File: config.mk
export PLATFORM = sky130hd
export DESIGN_NAME = sort_shaper
export DESIGN_NICKNAME = d
export VERILOG_FILES = /design/src/rtl/shaper_pkg.sv /design/src/rtl/shaper_ctrl.sv /design/src/rtl/shaper_path.sv /design/src/rtl/sort_shaper.sv
export SDC_FILE = /design/constraint.sdc
export NUM_CORES = 1
export LEC_CHECK = 0
export ABC_AREA = 1
export BUFFER_PORTS_ARGS = -buffer_cell sky130_fd_sc_hd__buf_4
export CAP_MARGIN = 20
export CORE_ASPECT_RATIO = 0.9
export CORE_MARGIN = 1
export CORE_UTILIZATION = 65
export DETAILED_ROUTE_END_ITERATION = 12
export PLACE_DENSITY = 0.84
export SLEW_MARGIN = 20
export SYNTH_ARGS = -nofsm -noshare
export SYNTH_HDL_FRONTEND = slang
export SYNTH_HIERARCHICAL = 1
export SYNTH_SLANG_ARGS = --single-unit
File: constraint.sdc
create_clock -name clk -period 21.6 [get_ports clk]
set_input_delay 6.48 -clock clk [delete_from_list [all_inputs] [get_ports clk]]
set_output_delay 6.48 -clock clk [all_outputs]
set_load 0.02 [all_outputs]
File: src/rtl/shaper_pkg.sv
package shaper_pkg;
  localparam int CELLS   = 4;
  localparam int STATE_W = 6;
  localparam int CODE_W  = 3;
  localparam int EXT_W   = STATE_W + 3;
  localparam int RANK_W  = $clog2(CELLS + 1);

  localparam logic signed [EXT_W-1:0] EXT_MAX = EXT_W'((1 <<< (STATE_W - 1)) - 1);
  localparam logic signed [EXT_W-1:0] EXT_MIN = -EXT_W'(1 <<< (STATE_W - 1));

  typedef struct packed {
    logic              stepEn;
    logic [CODE_W-1:0] count;
  } strobe_t;

  function automatic logic signed [STATE_W-1:0] satState(input logic signed [EXT_W-1:0] v);
    logic signed [EXT_W-1:0] c;
    c = v;
    if (v > EXT_MAX) c = EXT_MAX;
    else if (v < EXT_MIN) c = EXT_MIN;
    return c[STATE_W-1:0];
  endfunction
endpackage

File: src/rtl/shaper_ctrl.sv
module shaper_ctrl
  import shaper_pkg::*;
(
  input  logic              clk,
  input  logic              rstN,
  input  logic              codeValid,
  input  logic [CODE_W-1:0] code,
  output strobe_t           stb,
  output logic              selValid
);
  localparam logic [CODE_W-1:0] CODE_CAP = CODE_W'(CELLS);

  always_comb begin
    stb.stepEn = codeValid;
    stb.count  = (code > CODE_CAP) ? CODE_CAP : code;
  end

  always_ff @(posedge clk) begin
    if (!rstN) selValid <= 1'b0;
    else       selValid <= codeValid;
  end

  AST_IDLE_NO_VALID: assert property (@(posedge clk) disable iff (!rstN)
    !codeValid |=> !selValid);
  AST_VALID_FOLLOWS: assert property (@(posedge clk) disable iff (!rstN)
    codeValid |=> selValid);
endmodule

File: src/rtl/shaper_path.sv
module shaper_path
  import shaper_pkg::*;
(
  input  logic             clk,
  input  logic             rstN,
  input  strobe_t          stb,
  output logic [CELLS-1:0] cellSel
);
  logic signed [STATE_W-1:0] r1a [CELLS];
  logic signed [STATE_W-1:0] r1b [CELLS];
  logic signed [STATE_W-1:0] r2a [CELLS];
  logic signed [STATE_W-1:0] r2b [CELLS];

  logic signed [STATE_W-1:0] r1n   [CELLS];
  logic signed [STATE_W-1:0] r2raw [CELLS];
  logic signed [STATE_W-1:0] r2n   [CELLS];
  logic signed [STATE_W-1:0] minRaw;
  logic [CELLS-1:0]          selNext;
  logic [RANK_W-1:0]         rank [CELLS];

  // ranking on current priorities
  always_comb begin
    for (int i = 0; i < CELLS; i++) begin
      rank[i] = '0;
      for (int j = 0; j < CELLS; j++) begin
        if (j != i) begin
          if ((r2a[j] > r2a[i]) || ((r2a[j] == r2a[i]) && (j < i)))
            rank[i] = rank[i] + 1'b1;
        end
      end
      selNext[i] = (RANK_W'(rank[i]) < RANK_W'(stb.count));
    end
  end

  // filter step and common offset removal
  always_comb begin
    for (int i = 0; i < CELLS; i++) begin
      r1n[i]   = satState(EXT_W'(selNext[i]) - EXT_W'(r1b[i]));
      r2raw[i] = satState(-EXT_W'(r1n[i]) - EXT_W'(r2b[i]));
    end
    minRaw = r2raw[0];
    for (int i = 1; i < CELLS; i++)
      if (r2raw[i] < minRaw) minRaw = r2raw[i];
    for (int i = 0; i < CELLS; i++)
      r2n[i] = satState(EXT_W'(r2raw[i]) - EXT_W'(minRaw));
  end

  generate
    for (genvar g = 0; g < CELLS; g++) begin : gCell
      always_ff @(posedge clk) begin
        if (!rstN) begin
          r1a[g] <= '0;
          r1b[g] <= '0;
          r2a[g] <= '0;
          r2b[g] <= '0;
        end else if (stb.stepEn) begin
          r1b[g] <= r1a[g];
          r1a[g] <= r1n[g];
          r2b[g] <= r2a[g];
          r2a[g] <= r2n[g];
        end
      end

      AST_PRIO_NONNEG: assert property (@(posedge clk) disable iff (!rstN)
        r2a[g] >= 0);
      AST_IDLE_HOLD: assert property (@(posedge clk) disable iff (!rstN)
        !stb.stepEn |=> ($stable(r1a[g]) && $stable(r2a[g]) && $stable(r1b[g]) && $stable(r2b[g])));
    end
  endgenerate

  always_ff @(posedge clk) begin
    if (!rstN)            cellSel <= '0;
    else if (stb.stepEn)  cellSel <= selNext;
    else                  cellSel <= '0;
  end

  logic anyZero;
  always_comb begin
    anyZero = 1'b0;
    for (int i = 0; i < CELLS; i++)
      if (r2a[i] == 0) anyZero = 1'b1;
  end

  AST_FLOOR_ZERO: assert property (@(posedge clk) disable iff (!rstN)
    stb.stepEn |=> anyZero);
  AST_SEL_COUNT: assert property (@(posedge clk) disable iff (!rstN)
    stb.stepEn |=> ($countones(cellSel) == int'($past(stb.count))));
  AST_IDLE_ZERO: assert property (@(posedge clk) disable iff (!rstN)
    !stb.stepEn |=> (cellSel == '0));
endmodule

File: src/rtl/sort_shaper.sv
module sort_shaper
  import shaper_pkg::*;
(
  input  logic             clk,
  input  logic             rstN,
  input  logic             codeValid,
  input  logic [2:0]       code,
  output logic [3:0]       cellSel,
  output logic             selValid
);
  strobe_t stb;

  shaper_ctrl uCtrl (
    .clk      (clk),
    .rstN     (rstN),
    .codeValid(codeValid),
    .code     (code),
    .stb      (stb),
    .selValid (selValid)
  );

  shaper_path uPath (
    .clk    (clk),
    .rstN   (rstN),
    .stb    (stb),
    .cellSel(cellSel)
  );
endmodule

==> impl_results.md <==
- Status: completed
- Worst slew pin tran: 1.05 ns
- Dpl cells: ~1400
- Mapped cell area: just over 9000 µm²
- Syn Nets: between 1000 and 1500
- Min-delay src: uPath/r1a[2][0]$_SDFFCE_PN0P_
- RD Place Congestion: 0.910
- Seq/Total Area, Yosys: 0.325
- Wire per inst: between 10 and 15 µm
- Pins over their slew limit: 0
- Number of buffers and inverters on the critical path: 7
- Vias per cell: roughly 5.5
- CTS Buffer Depth: 2
- H-tree levels: 3
- Slowest cell on the critical path: o21ai_0
- Slew margin rel.: 0.293
- Number of diodes: 0
- Cells after Synth: about 1200
- First-pass GRT wire length: 33700 µm
- Fin crit share: 0.805
- Post-CTS resize count: 0
- Die X-Extent: ~130 µm
- Maximum fanout along the worst path: 13
- Filler Cell Count: 1049
- Layout Nets: roughly 1300
- Post-CTS repair timing setup buffer count: 0
- Via count: between 7000 and 8000
- Setup ws final: 4.22 ns
- Fmax: between 50 and 60 MHz
- DR iter-0 viols: 641
- Fin Hold WS: around 0.55 ns
- FP Rows: 40
- Initial Util: 0.676
- CP dominant cell by count: nand2_1
- Core Region: 13600 µm²
- Final WL: approximately 20000 µm
- CTS tree: yes
- CTS Sinks: slightly above 100
- Post-synth top area share: 0.314
- Worst EP arrival: ~17 ns
- RSZ-0062 raised after global routing: false
- Hold Path Stages: 2
- Buffers on Ports: 10
- Root buffer cell: clkbuf_16
- CP Launch Point: code[1]
- Met2 Use GR: 0.497
- Reg clk slew, reported paths: 0.07 ns
- First-pass detailed-route iteration total: 5
- # IOs: 11
- Distinct cells, synth: 41
- Antenna violations before repair: 0
- Synth Register Bits: between 100 and 150
- Largest net degree at the start of global routing: ~80
- Final hold violations: 0
- Total number of yosys warnings: 6
- GR peak layer: met2
- Final Setup Violations: 0
- CP endpoint kind: register
- CTS buffer count: 9
- Setup_tns: 0 ns
- Vert. Die Dim: between 100 and 150 µm
- GRT met1 Usage: 0.387
- R2R Path Start: uPath/r2a[1][3]$_SDFFCE_PN0P_
- WS Path Type: in2reg
- Area Overhead vs Synth: 6.53%
- CTS Hold Buffers Added: 0
- Reg2reg setup slack: roughly 8.5 ns
- Final Skew: about 0.008 ns
- Remaining antenna violation count: 0
- Reg2Reg Depth: 69
- Cell taking the most area after synthesis: edfxtp_1
- Vias in the first global route: 7285
- Avg Inst Size Synth: 7.85 µm²
- Die area: around 15000 µm²
- Grt met3 use: 0.0439
- Max-cap violation count: 0
- Tot GR Track Use: 0.295
- DP HPWL: between 15000 and 20000 µm
- Crit path launch type: input port
- WP data required: around 22 ns
- Post-place setup slack: 4.12 ns
- Worst min path class: reg2reg
- Family with the most delay on the worst path: simple AND/OR/NAND/NOR gates
- Remaining Overflow, GRT: 0
- Final Non-Filler Cells: 1375
- Latest clock arrival within the worst-skew pair: about 0.35 ns
- Synth area leaders: edfxtp_1 (31%), ha_1 (20%), inv_1 (10%), nand2_1 (7.8%), nor2_1 (6.0%)
- DRC viols: 0
- Layout cells sized above 1: 0.0759
- Period minus WS final: about 17 ns
- Max stage delay on crit path: roughly 0.84 ns
- R2r endpoint: uPath/r2a[2][1]$_SDFFCE_PN0P_
- Sink of the worst hold path: uPath/r1b[2][0]$_SDFFCE_PN0P_
## tightest hold or removal path, cell delays in order, from the launching register on
cell	delay, ns
edfxtp_1	0.32
inv_1	0.04
nor2_1	0.08
## routing by layer
layer / part of all wire / vias to the layer above / wire length, µm
met5: 0 / - / 0
met4: 0.027 / 0 / 537
met3: 0.065 / 41 / 1300
met2: 0.46 / 266 / 9220
met1: 0.45 / 3378 / 8930
li1: - / 3813 / -
## synthesized netlist by cell type, drive strengths merged
library cell,count
inv,255
nand2,215
nor2,150
ha,143
edfxtp,96
nand3,85
a21oi,58
o21ai,57
xnor2,16
xor2,16
clkbuf,10
a21boi,9
fa,8
nand4,8
a31oi,7
nor3,7
o211ai,6
dfxtp,5
or2,4
a21o,3
a211oi,2
o21bai,2
and2,1
buf,1
nand3b,1
nor4,1
o21a,1
o311ai,1
o31ai,1
## state kept, by name (all words and copies together) (netlist names)
| signal | cells |
|---|---|
| uCtrl/selValid | 1 |
| uPath/cellSel | 4 |
| uPath/r1a | 24 |
| uPath/r1b | 24 |
| uPath/r2a | 24 |
| uPath/r2b | 24 |
## layout by cell type, fill, tap and decap left out, drive strengths merged, types with 4 or more instances in the layout
cell / Yosys / final
a21boi: 9 / 9
clkbuf: 10 / 9
nand4: 8 / 8
xnor2: 16 / 16
buf: 1 / 12
inv: 255 / 257
ha: 143 / 143
a21oi: 58 / 58
nand3: 85 / 85
clkinv: 0 / 4
or2: 4 / 4
nand2: 215 / 215
xor2: 16 / 16
dfxtp: 5 / 5
nor2: 150 / 150
fa: 8 / 8
nor3: 7 / 7
o21ai: 57 / 57
a31oi: 7 / 7
o211ai: 6 / 6
edfxtp: 96 / 96
## cell type report
cell class | count | area, µm² | share of cell area
clock buffers | 9 | 225 | 0.0231
clock inverters | 7 | 82.6 | 0.00845
inverters | 255 | 957 | 0.0980
multi-input cells | 802 | 5200 | 0.532
flip-flops and latches | 101 | 2980 | 0.305
well taps | 189 | 236 | 0.0242
repair buffers | 12 | 90.1 | 0.00922
## worst max-delay path by stage
stage | end | slack, ns | cells past startpoint
finish | uPath/r2a[2][1]$_SDFFCE_PN0P_ | 4.22 | 62
CTS | uPath/r2a[2][1]$_SDFFCE_PN0P_ | 4.43 | 62
global route | uPath/r2a[2][2]$_SDFFCE_PN0P_ | 3.25 | 69
global placement | uPath/r2a[1][1]$_SDFFCE_PN0P_ | 4.54 | 66
detailed placement | uPath/r2a[2][1]$_SDFFCE_PN0P_ | 4.12 | 62
floorplan | uPath/r2a[1][0]$_SDFFCE_PN0P_ | 5.76 | 66
## logic make-up (layout without fill, tap and decap cells)
group / count (synthesis) / in the layout / synth area share
AO/OA/AOI/OAI: 147 / 147 / 0.0939
flip-flops: 101 / 101 / 0.325
XOR/XNOR: 32 / 32 / 0.0306
buffers and inverters: 266 / 283 / 0.109
adder cells (fa/ha/maj): 151 / 151 / 0.213
AND/OR/NAND/NOR: 472 / 472 / 0.229
## through the flow
stage / utilization / area, µm²
final: 0.720 / 9770
after global routing: 0.720 / 9770
after CTS: 0.720 / 9770
after detailed placement: 0.698 / 9460
after global placement: 0.698 / 9460
after floorplan: - / 9170
Power is left out: the tool's default activity adds up to more than one toggle a clock period on the data nets, which glitch-free logic cannot reach.
